===== src/rtl/acc_pkg.sv =====
package acc_pkg;
  localparam int OP_W = 4;

  localparam logic [OP_W-1:0] OPC_HALT  = 4'h0;
  localparam logic [OP_W-1:0] OPC_LOAD  = 4'h1;
  localparam logic [OP_W-1:0] OPC_STORE = 4'h2;
  localparam logic [OP_W-1:0] OPC_ADD   = 4'h5;

  typedef enum logic [3:0] {
    ST_F1, ST_F2, ST_F3,
    ST_E1, ST_E2, ST_E3,
    ST_I1, ST_I2, ST_I3,
    ST_HALT
  } step_e;

  // register-transfer enables for one step
  typedef struct packed {
    logic mar_from_pc;
    logic mar_from_ir;
    logic mar_from_save;
    logic mbr_from_mem;
    logic mbr_from_ac;
    logic mbr_from_pc;
    logic ir_from_mbr;
    logic pc_inc;
    logic pc_to_handler;
    logic ac_from_mbr;
    logic ac_from_sum;
    logic ie_clear;
  } xfer_t;

  function automatic logic uses_operand(input logic [OP_W-1:0] op);
    return (op == OPC_LOAD) || (op == OPC_STORE) || (op == OPC_ADD);
  endfunction
endpackage


===== src/rtl/acc_ctrl.sv =====
module acc_ctrl
  import acc_pkg::*;
(
  input  logic            clk,
  input  logic            rst_n,
  input  logic            irq,
  input  logic            int_en,
  input  logic [OP_W-1:0] opcode,
  output xfer_t           xf,
  output logic            mem_write,
  output logic            save_write,
  output logic            halted
);
  step_e state, nxt;

  always_ff @(posedge clk or negedge rst_n) begin
    if (!rst_n) state <= ST_F1;
    else        state <= nxt;
  end

  always_comb begin
    xf         = '0;
    mem_write  = 1'b0;
    save_write = 1'b0;
    nxt        = state;
    case (state)
      ST_F1: begin xf.mar_from_pc = 1'b1; nxt = ST_F2; end
      ST_F2: begin xf.mbr_from_mem = 1'b1; xf.pc_inc = 1'b1; nxt = ST_F3; end
      ST_F3: begin xf.ir_from_mbr = 1'b1; nxt = ST_E1; end
      ST_E1: begin
        if (opcode == OPC_HALT) nxt = ST_HALT;
        else begin
          xf.mar_from_ir = uses_operand(opcode);
          nxt = ST_E2;
        end
      end
      ST_E2: begin
        xf.mbr_from_mem = (opcode == OPC_LOAD) || (opcode == OPC_ADD);
        xf.mbr_from_ac  = (opcode == OPC_STORE);
        nxt = ST_E3;
      end
      ST_E3: begin
        xf.ac_from_mbr = (opcode == OPC_LOAD);
        xf.ac_from_sum = (opcode == OPC_ADD);
        mem_write      = (opcode == OPC_STORE);
        nxt = (irq && int_en) ? ST_I1 : ST_F1;
      end
      ST_I1: begin xf.mbr_from_pc = 1'b1; nxt = ST_I2; end
      ST_I2: begin
        xf.mar_from_save = 1'b1;
        xf.pc_to_handler = 1'b1;
        xf.ie_clear      = 1'b1;
        nxt = ST_I3;
      end
      ST_I3: begin mem_write = 1'b1; save_write = 1'b1; nxt = ST_F1; end
      ST_HALT: nxt = ST_HALT;
      default: nxt = ST_F1;
    endcase
  end

  assign halted = (state == ST_HALT);
endmodule


===== src/rtl/acc_regs.sv =====
module acc_regs
  import acc_pkg::*;
#(
  parameter int                ADDR_W       = 12,
  parameter logic [ADDR_W-1:0] RESET_PC     = 'h300,
  parameter logic [ADDR_W-1:0] SAVE_ADDR    = 'h000,
  parameter logic [ADDR_W-1:0] HANDLER_ADDR = 'h001,
  localparam int               DATA_W       = ADDR_W + OP_W
) (
  input  logic              clk,
  input  logic              rst_n,
  input  xfer_t             xf,
  input  logic [DATA_W-1:0] mem_rdata,
  output logic [OP_W-1:0]   opcode,
  output logic [ADDR_W-1:0] pc,
  output logic [ADDR_W-1:0] mar,
  output logic [DATA_W-1:0] mbr,
  output logic [DATA_W-1:0] ac,
  output logic              ie
);
  logic [DATA_W-1:0] ir;

  function automatic logic [DATA_W-1:0] wrap_add(input logic [DATA_W-1:0] a,
                                                 input logic [DATA_W-1:0] b);
    logic [DATA_W:0] full;
    full = {1'b0, a} + {1'b0, b};
    return full[DATA_W-1:0];
  endfunction

  always_ff @(posedge clk or negedge rst_n) begin
    if (!rst_n) begin
      pc  <= RESET_PC;
      mar <= '0;
      mbr <= '0;
      ir  <= '0;
      ac  <= '0;
      ie  <= 1'b1;
    end else begin
      if (xf.mar_from_pc)        mar <= pc;
      else if (xf.mar_from_ir)   mar <= ir[ADDR_W-1:0];
      else if (xf.mar_from_save) mar <= SAVE_ADDR;

      if (xf.mbr_from_mem)      mbr <= mem_rdata;
      else if (xf.mbr_from_ac)  mbr <= ac;
      else if (xf.mbr_from_pc)  mbr <= {{OP_W{1'b0}}, pc};

      if (xf.ir_from_mbr) ir <= mbr;

      if (xf.pc_inc)             pc <= pc + 1'b1;
      else if (xf.pc_to_handler) pc <= HANDLER_ADDR;

      if (xf.ac_from_mbr)      ac <= mbr;
      else if (xf.ac_from_sum) ac <= wrap_add(ac, mbr);

      if (xf.ie_clear) ie <= 1'b0;
    end
  end

  assign opcode = ir[DATA_W-1 -: OP_W];
endmodule


===== src/rtl/acc_core.sv =====
module acc_core
  import acc_pkg::*;
#(
  parameter int                ADDR_W       = 12,
  parameter logic [ADDR_W-1:0] RESET_PC     = 'h300,
  parameter logic [ADDR_W-1:0] SAVE_ADDR    = 'h000,
  parameter logic [ADDR_W-1:0] HANDLER_ADDR = 'h001,
  localparam int               DATA_W       = ADDR_W + OP_W
) (
  input  logic              clk,
  input  logic              rst_n,
  input  logic              irq,
  input  logic [DATA_W-1:0] mem_rdata,
  output logic [ADDR_W-1:0] mem_addr,
  output logic [DATA_W-1:0] mem_wdata,
  output logic              mem_we,
  output logic              halted,
  output logic [ADDR_W-1:0] pc_out,
  output logic [DATA_W-1:0] acc_out,
  output logic              int_en
);
  xfer_t             xf;
  logic [OP_W-1:0]   opcode;
  logic [ADDR_W-1:0] mar;
  logic [DATA_W-1:0] mbr;
  logic              mem_write;
  logic              save_write;

  // named events for the bound checker
  logic ev_fetch_inc;
  logic ev_store_wr;
  logic ev_save_wr;

  acc_ctrl u_ctrl (
    .clk        (clk),
    .rst_n      (rst_n),
    .irq        (irq),
    .int_en     (int_en),
    .opcode     (opcode),
    .xf         (xf),
    .mem_write  (mem_write),
    .save_write (save_write),
    .halted     (halted)
  );

  acc_regs #(
    .ADDR_W       (ADDR_W),
    .RESET_PC     (RESET_PC),
    .SAVE_ADDR    (SAVE_ADDR),
    .HANDLER_ADDR (HANDLER_ADDR)
  ) u_regs (
    .clk       (clk),
    .rst_n     (rst_n),
    .xf        (xf),
    .mem_rdata (mem_rdata),
    .opcode    (opcode),
    .pc        (pc_out),
    .mar       (mar),
    .mbr       (mbr),
    .ac        (acc_out),
    .ie        (int_en)
  );

  assign mem_addr     = mar;
  assign mem_wdata    = mbr;
  assign mem_we       = mem_write;
  assign ev_fetch_inc = xf.pc_inc;
  assign ev_store_wr  = mem_write & ~save_write;
  assign ev_save_wr   = save_write;
endmodule


===== config.mk =====
export PLATFORM = sky130hd
export DESIGN_NAME = acc_core
export DESIGN_NICKNAME = d
export VERILOG_FILES = /design/src/rtl/acc_pkg.sv /design/src/rtl/acc_ctrl.sv /design/src/rtl/acc_regs.sv /design/src/rtl/acc_core.sv
export SDC_FILE = /design/constraint.sdc
export NUM_CORES = 1
export LEC_CHECK = 0
export ABC_AREA = 1
export BUFFER_PORTS_ARGS = -buffer_cell sky130_fd_sc_hd__buf_2
export CELL_PAD_IN_SITES_DETAIL_PLACEMENT = 0
export CELL_PAD_IN_SITES_GLOBAL_PLACEMENT = 1
export CORE_ASPECT_RATIO = 0.7
export CORE_MARGIN = 1.5
export CORE_UTILIZATION = 30
export DETAILED_ROUTE_END_ITERATION = 10
export PLACE_DENSITY = 0.74
export RECOVER_POWER = 100
export REMOVE_ABC_BUFFERS = 1
export SLEW_MARGIN = 20
export SYNTH_ARGS = -nofsm -noshare
export SYNTH_HDL_FRONTEND = slang
export SYNTH_SLANG_ARGS = --single-unit
export TNS_END_PERCENT = 1

===== constraint.sdc =====
create_clock -name clk -period 3 [get_ports clk]
set_clock_uncertainty 0.05 [all_clocks]
set_input_delay 0.3 -clock clk [delete_from_list [all_inputs] [get_ports clk]]
set_output_delay 0.3 -clock clk [all_outputs]
set_load 0.1 [all_outputs]

==> out/qor.yml, run 1 <==
setup_path:
  worst-path-max-fanout: 17
  crit_family: "simple AND/OR/NAND/NOR gates"
  crit_type: "flip-flop to flip-flop"
  reg2reg_from: "u_ctrl.state[0]"
  crit_buf_inv: 2
  r2r-end: "u_regs.mbr[7]"
  worst-r2r-setup-slack_ns: 0.47
  worstSetupEndpointType: "flip-flop"
  max_stage_delay_ns: 0.55
  crit_required_ns: 3.16
  path_cells: "inv_1 > nor2_1 > nand2_2 > o21ai_4 > nor2_2 > nand2_4 > inv_2 > a22oi_1"
  critPathSlowestCell: "nor2_2"
  reg2reg_depth: 8
  crit_path_start: "u_ctrl.state[0]"
  cp-start-kind: "flip-flop"
  worst-endpoint-arrival_ns: 2.68
timing:
  relSlewSlack: 0.202
  hold-worst-slack_ns: 0.129
  tightest_slew_ns: 1.20
  layout_setup_ws_ns: 0.472
  rsz0062_at_grt: "no"
  max_freq_ghz: 0.396
  slew_viol_final: 0
  finalCritPeriodShare: 0.843
  finalHoldViolations: 0
  setup_viol: 0
  timing.final.crit_period_ns: 2.53
logic_synthesis:
  syn_avg_cell_area_um2: 7.42
  ys_top_cells_by_area: "dfrtp_1, nand2_1, inv_1"
  synth_area_mm2: 0.00463
  yosysSeqAreaShare: 0.417
  ys_seq_elements: 77
  yosysTopAreaCellShare: 0.400
  synthArstFlopShare: 1.00
  yosysTopAreaCell: "dfrtp_1"
  yosysWarnings: 0
  synthCells: 624
  ys.flop_type: "dfrtp_1"
  synth.distinct_cells: 42
  synth_edf_count: 0
floorplan:
  die_h_um: 107
  rows: 37
  initial_utilization: 0.311
  pin_count: 78
  die_w_um: 151
  dieArea_mm2: 0.0162
  core_mm2: 0.0149
min_path:
  holdPathEnd: "u_regs.mbr[14]"
  min_path_cells: 3
  hp-start: "mem_rdata[14]"
  holdCritPathClass: "input pin to flip-flop"
pwr:
  p_per_area_mw_per_mm2: 1260
  swShare: 0.571
  clockPowerShare: 0.182
  seq_power_share: 0.258
  p_int_uw: 2900
  p_sw_uw: 3860
  irDropWorstVdd_v: 0.000724
  comb_power_share: 0.559
  p_leak_uw: 0.00268
global_routing:
  gr-total-overflow: 0
  grt_pass1_wl_um: 21200
  grt_max_degree: 78
  antenna_found_initial: 0
  grt_util_all_layers: 0.172
  grt_pass1_vias: 4022
layout:
  fin_util: 0.362
  stdcell_count: 898
  final_cell_mix: "nand2_1, inv_1, dfrtp_1"
  regArea_mm2: 0.00193
  layout-drive-gt1-share: 0.0768
  finalNetCount: 735
  n_antenna_cell: 0
  final_common_cell: "nand2_1"
  area_delta_synth_final_pct: 16.2
  final_area_mm2: 0.00538
  multi_input_area_mm2: 0.00219
  fillers: 1617
place:
  dpl-instance-area_mm2: 0.00516
  io_buffers: 77
  hpwl_um: 10400
  post-place-ws_ns: 0.719
  dp_cells: 881
  gp_congestion: 0.811
clock_tree:
  cts_max_level: 3
  cts_resized: 0
  cts_hold_buf: 0
  cts-root-buf: "clkbuf_16"
  cts-buffers-inserted: 9
  post_cts_buffers: 0
  clock-sinks: 77
  clockBufferDepth: 2
  cts_tree: "yes"
  clk_pin_slew_ns: 0.06
  insertion_delay_ns: 0.34
drt:
  drt_iter0_drc: 229
  firstDrtPassIters: 5
  ant_nets: 0
  wl_per_cell_um: 15.1
  drcViolationCount: 0
  num_vias: 4327
  wl_um: 13600
  via_per_inst: 4.82
run:
  drv_cap: 0
run_status:
  status: "completed"
-- flip-flops by register name, indices dropped and copies added, names as in the netlist --
register,count
u_regs.ie,1
u_ctrl.state,4
u_regs.pc,12
u_regs.mar,12
u_regs.mbr,16
u_regs.ac,16
u_regs.ir,16
-- metrics by stage --
step	setup TNS, ns	power [µW]
6_report	0	6760
2_1_floorplan	-0.262	4760
3_5_place_dp	0	5650
4_1_cts	0	6900
5_1_grt	0	7200
3_3_place_gp	0	5610
-- area by class of cell --
cell class                      count  area share
Clock buffer                       10      0.0426
Clock inverter                      5      0.0186
Inverter                           93      0.0649
Multi-Input combinational cell    439       0.408
Sequential cell                    77       0.359
Tap cell                          195      0.0454
Timing Repair Buffer               79      0.0614
-- worst max-delay path by stage --
stage                     to  slack [ns]  depth (start not counted)
6_report       u_regs.mbr[7]        0.47                          8
5_1_grt        u_regs.mbr[7]        0.24                          8
4_1_cts               mem_we        0.61                          4
3_5_place_dp   u_regs.mbr[7]        0.72                          7
3_3_place_gp   u_regs.mbr[7]        0.79                          7
2_1_floorplan         mem_we       -0.26                          3
-- worst reg2reg max path: stages, from the launching register on --
cell and delay [ns]:
dfrtp_1 0.41, inv_1 0.11, nor2_1 0.08, nand2_2 0.23
o21ai_4 0.24, nor2_2 0.56, nand2_4 0.27, inv_2 0.32
a22oi_1 0.14
-- power groups by stage --
stage	registers [µW]	clock network [µW]	logic [µW]
floorplan	3170	0	1590
global placement	1750	0	3860
detailed placement	1750	0	3890
CTS	1740	1260	3900
global route	1790	1310	4100
finish	1750	1230	3780
-- per-layer routing --
layer  wire, µm  GRT usage  part of all wire  up-vias
met5          0          0                 0        -
met4        104     0.0430            0.0077        0
met3        775     0.0400             0.057       14
met2       5640      0.250              0.42      112
met1       7070      0.255              0.52     2036
li1           -          -                 -     2165
-- cell usage after synthesis, types with 2 or more instances --
library cell  number
a22oi_1            9
nor2_2             2
o211ai_1          19
buf_6              5
nor2_1            26
o21ai_1            4
clkbuf_1           3
mux2_2             3
nand3_1           51
xor2_1             2
o21ai_0           33
dfrtp_1           74
buf_2              5
nand2_2            4
nor2_4             4
nand3b_1           3
a21oi_1           26
ha_1              16
inv_1             85
inv_2              8
nand2_1          213
xnor2_1            2
nor3_1             5
dfstp_2            3
or2_2              2
-- logic make-up (layout without fill, tap and decap cells) --
logic type	after synthesis	after routing	synth area share
buffers and inverters	108	187	0.0979
AO/OA/AOI/OAI	98	98	0.127
XOR/XNOR	4	4	0.00757
AND/OR/NAND/NOR	317	317	0.296
multiplexers	3	3	0.00730
flip-flops	77	77	0.417
adder cells (fa/ha/maj)	17	17	0.0476
Note: power is estimated with default switching activity, not from simulation.
==> inputs of run 2 (changes only) <==
Settings changed: PLACE_DENSITY 0.74 to 0.76.
Clock period 3 ns to 2.2 ns, I/O delays scaled along.
==> run 2 against run 1 <==
Effect of this change: cell area grew 3.2%; sequential cell count did not move; sequential power rose by 35%; sequential share of layout area decreased by 1.1 points; first-iteration DRC count increased by 31%; clock power up 16%; count of clock-buffer cells in the layout unchanged; cell count is 2.2% higher; total power grew 36%; combinational power up 44%; global-route usage is 0.47 points higher; via count increased by 2.6%; highest routed layer unchanged.
==> out/qor.yml, run 2 (synthesis results as in run 1) <==
run_status:
  status: "completed"
timing:
  setup_viol: 0
  relSlewSlack: 0.199
  finalCritPeriodShare: 0.906
  timing.final.crit_period_ns: 1.99
  rsz0062_at_grt: "no"
  finalHoldViolations: 0
  slew_viol_final: 0
  tightest_slew_ns: 1.21
  hold-worst-slack_ns: 0.0535
  max_freq_ghz: 0.502
layout:
  regArea_mm2: 0.00193
  stdcell_count: 918
  layout-drive-gt1-share: 0.141
  reg_top3: "u_regs.ac: 16 flops, u_regs.ir: 16 flops, u_regs.mbr: 16 flops"
  fillers: 1595
  multi_input_area_mm2: 0.00223
  n_antenna_cell: 0
  final_common_cell: "nand2_1"
  final_cell_mix: "nand2_1, inv_1, dfrtp_1"
  final_area_mm2: 0.00555
  area_delta_synth_final_pct: 19.9
  finalNetCount: 754
clock_tree:
  cts-root-buf: "clkbuf_16"
  clockBufferDepth: 2
  cts_max_level: 3
  clock-sinks: 77
  insertion_delay_ns: 0.34
  cts_tree: "yes"
  clk_pin_slew_ns: 0.06
  cts-buffers-inserted: 9
  post_cts_buffers: 0
setup_path:
  worst-endpoint-arrival_ns: 1.72
  worstSetupEndpointType: "output port"
  critPathSlowestCell: "o32ai_1"
  cp-start-kind: "flip-flop"
  crit_required_ns: 1.93
  worst-path-max-fanout: 4
  crit_family: "compound AO/OA/AOI/OAI gates"
  crit_buf_inv: 2
  max_stage_delay_ns: 0.46
  crit_type: "flip-flop to output port"
  path_cells: "nor2_1 > inv_1 > o32ai_1 > buf_12"
run:
  drv_cap: 0
drt:
  drt_iter0_drc: 301
  wl_um: 13900
  wl_per_cell_um: 15.2
  ant_nets: 0
  num_vias: 4439
  firstDrtPassIters: 5
  via_per_inst: 4.84
  drcViolationCount: 0
floorplan:
  initial_utilization: 0.311
  die_h_um: 107
  rows: 37
  die_w_um: 151
  pin_count: 78
  dieArea_mm2: 0.0162
  core_mm2: 0.0149
place:
  hpwl_um: 11000
  dp_cells: 901
  io_buffers: 77
  dpl-instance-area_mm2: 0.00533
  gp_congestion: 0.836
global_routing:
  grt_util_all_layers: 0.177
  grt_pass1_wl_um: 21900
  antenna_found_initial: 0
  grt_max_degree: 33
  grt_pass1_vias: 4179
  gr-total-overflow: 0
pwr:
  comb_power_share: 0.589
  p_per_area_mw_per_mm2: 1660
  clockPowerShare: 0.155
  p_int_uw: 3820
  swShare: 0.585
  p_leak_uw: 0.00283
  finalPower_uw: 9210
  seq_power_share: 0.256
  irDropWorstVdd_v: 0.000964
  p_sw_uw: 5390
min_path:
  holdCritPathClass: "input pin to flip-flop"
## run 2: repair_timing
item	4_1_cts	5_1_grt
setup endpoints to repair	0	1
gates resized for setup	0	1
hold endpoints to repair	28	0
hold buffers	1	0
## run 2: per-layer routing
layer,vias to the layer above,track usage,share of wire
met5,-,0,0
met4,0,0.0374,0.0077
met3,10,0.0379,0.056
met2,135,0.253,0.42
met1,2095,0.270,0.52
li1,2199,-,-
## run 2: worst register-to-register path, stage by stage (launching register included)
cell     delay, ns
dfrtp_1       0.41
ha_1          0.24
fa_1          0.40
nand2_1       0.10
nand2_1       0.06
and2_1        0.19
nand2_1       0.09
nand2_1       0.05
nand2_1       0.05
nand3_1       0.06
nand2_1       0.06
o21ai_0       0.09
## run 2: final cells by class
class                      count  share of cell area
timing repair buffer          98              0.0929
sequential                    77               0.348
multi-input combinational    439               0.401
tap                          195              0.0440
clock buffer                  10              0.0431
inverter                      93              0.0629
clock inverter                 6             0.00812
## run 2: power by group through the flow
stage / combinational (µW) / sequential (µW) / clock [µW]
2_1_floorplan: 2170 / 4320 / 0
3_3_place_gp: 5470 / 2340 / 0
3_5_place_dp: 5540 / 2370 / 0
4_1_cts: 5560 / 2340 / 1450
5_1_grt: 5860 / 2420 / 1530
6_report: 5430 / 2360 / 1430
## run 2: path summary, 6_finish.rpt
kind                                 start             end  slack (ns)  depth (start not counted)
max                        u_ctrl.state[0]          mem_we        0.21                          4
min                          mem_rdata[12]  u_regs.mbr[12]        0.05                          3
max reg2reg                  u_regs.mbr[0]    u_regs.ac[8]        0.21                         11
min reg2reg                      u_regs.ie       u_regs.ie        0.40                          2
max in group asynchronous            rst_n       u_regs.ie        0.63                          3
min in group asynchronous            rst_n    u_regs.ac[1]        0.47                          2
## run 2: metrics by stage
stage,utilization,worst slack [ns],TNS (ns)
final,0.373,0.206,0
after global routing,0.373,0.00449,0
after CTS,0.379,0.174,0
after detailed placement,0.359,0.242,0
after global placement,0.359,0.276,0
after floorplan,-,-0.982,-2.38
==> inputs of run 3 (changes only) <==
Settings changed: CORE_ASPECT_RATIO 0.7 to unset, PLACE_DENSITY 0.76 to unset, PLACE_DENSITY_LB_ADDON set to 0.1.
==> run 3 against run 2 <==
Effect of this change: total power is 2.6% higher; first-iteration DRC count is 35% lower; core utilization is 0.62 points lower; cell count fell by 0.76%; combinational power is essentially flat; register-to-register slack got worse by 0.06 ns; count of clock-buffer cells in the layout unchanged; sequential cell count unchanged; non-clock buffer count grew 1; cell area is 0.23% higher; largest power group unchanged.
==> out/qor.yml, run 3 (synthesis results as in run 1) <==
global_routing:
  grt_pass1_vias: 4078
  grt_pass1_wl_um: 22400
  grt_max_degree: 49
  grt_util_all_layers: 0.179
  antenna_found_initial: 0
  gr-total-overflow: 0
drt:
  wl_per_cell_um: 15.4
  ant_nets: 0
  drcViolationCount: 0
  num_vias: 4324
  wl_um: 14000
  via_per_inst: 4.75
  firstDrtPassIters: 5
  drt_iter0_drc: 197
place:
  dpl-instance-area_mm2: 0.00533
  io_buffers: 77
  hpwl_um: 11100
  gp_congestion: 0.818
setup_path:
  worst-r2r-setup-slack_ns: 0.15
  r2r-end: "u_regs.mbr[2]"
  path_cells: "inv_1 > nor2_1 > nand2_1 > nor2_1 > clkbuf_2"
  crit_buf_inv: 2
  cp-start-kind: "flip-flop"
  worstSetupEndpointType: "output port"
  crit_family: "buffers and inverters"
  reg2reg_from: "u_ctrl.state[3]"
  reg2reg_depth: 8
  worst-path-max-fanout: 4
  cp_common_cell: "nor2_1"
  max_stage_delay_ns: 0.47
  worst-endpoint-arrival_ns: 1.79
  critPathSlowestCell: "clkbuf_2"
  crit_required_ns: 1.93
  crit_type: "flip-flop to output port"
clock_tree:
  cts_tree: "yes"
  cts-root-buf: "clkbuf_16"
  clk_pin_slew_ns: 0.06
  cts-buffers-inserted: 9
  cts_max_level: 3
  post_cts_buffers: 0
  clock-sinks: 77
  insertion_delay_ns: 0.34
  clockBufferDepth: 2
layout:
  fillers: 1675
  final_area_mm2: 0.00556
  final_common_cell: "nand2_1"
  final_cell_mix: "nand2_1, inv_1, dfrtp_1"
  n_antenna_cell: 0
  layout-drive-gt1-share: 0.134
  area_delta_synth_final_pct: 20.2
  reg_top3: "u_regs.ac: 16 flops, u_regs.ir: 16 flops, u_regs.mbr: 16 flops"
  finalNetCount: 755
floorplan:
  core_mm2: 0.0151
  pin_count: 78
  die_w_um: 127
  die_h_um: 127
  initial_utilization: 0.306
  dieArea_mm2: 0.0162
  rows: 45
timing:
  relSlewSlack: 0.204
  finalHoldViolations: 0
  slew_viol_final: 0
  finalCritPeriodShare: 0.936
  tightest_slew_ns: 1.20
  timing.final.crit_period_ns: 2.06
  rsz0062_at_grt: "no"
  setup_viol: 0
  setup_tns_ns: 0
  max_freq_ghz: 0.485
run:
  drv_cap: 0
pwr:
  finalPower_uw: 9450
  p_per_area_mw_per_mm2: 1700
  p_leak_uw: 0.00285
  irDropWorstVdd_v: 0.000546
min_path:
  holdPathEnd: "u_regs.mbr[14]"
  hp-start: "mem_rdata[14]"
  min_path_cells: 3
  holdCritPathClass: "input pin to flip-flop"
run_status:
  status: "completed"
==> run 3: final cells by class <==
class | count | area, µm² | area share
multi-input cells | 439 | 2210 | 0.398
flip-flops and latches | 77 | 1930 | 0.347
repair buffers | 99 | 507 | 0.0911
inverters | 93 | 349 | 0.0628
well taps | 188 | 235 | 0.0423
clock buffers | 10 | 229 | 0.0412
clock inverters | 5 | 100 | 0.0180
==> run 3: worst max-delay path by stage <==
stage | from | end | cells after the start
3_3_place_gp | u_regs.mbr[0] | u_regs.ac[14] | 12
4_1_cts | u_ctrl.state[0] | halted | 5
6_report | u_ctrl.state[0] | halted | 5
5_1_grt | u_ctrl.state[3] | u_regs.mbr[2] | 8
2_1_floorplan | u_ctrl.state[0] | mem_we | 3
3_5_place_dp | u_regs.mbr[0] | u_regs.ac[4] | 8
==> run 3: worst reg2reg max path, delay by kind of cell, from the launching register on <==
kind,cells,cell delay (ns)
AND/OR/NAND/NOR,6,1.13
flip-flops,1,0.41
buffers and inverters,1,0.27
AO/OA/AOI/OAI,1,0.11
==> run 3: report_power, final <==
part / switching (µW) / internal, µW
combinational: 4280 / 1180
clock: 583 / 1100
sequential: 438 / 1880
total: 5300 / 4160
==> run 3: through the flow <==
stage	hold WS, ns	std cells	worst slack [ns]	util
4_1_cts	0.0480	911	0.201	0.374
2_1_floorplan	-0.126	609	-0.982	-
3_5_place_dp	0.144	895	0.231	0.352
5_1_grt	0.0653	911	0.00930	0.367
3_3_place_gp	0.146	895	0.275	0.352
6_report	0.0588	911	0.140	0.367
==> run 3: per-layer routing <==
layer / GRT usage / share of wire / vias up
met1: 0.257 / 0.51 / 2029
met2: 0.282 / 0.45 / 85
met3: 0.0214 / 0.028 / 13
met5: 0 / 0 / -
li1: - / - / 2197
met4: 0.0582 / 0.016 / 0
==> run 3: repair_timing <==
item | 4_1_cts | 5_1_grt
resized for setup | 0 | 1
endpoints found under the setup margin | 0 | 1
endpoints found under the hold margin | 29 | 0
hold buffers | 1 | 0
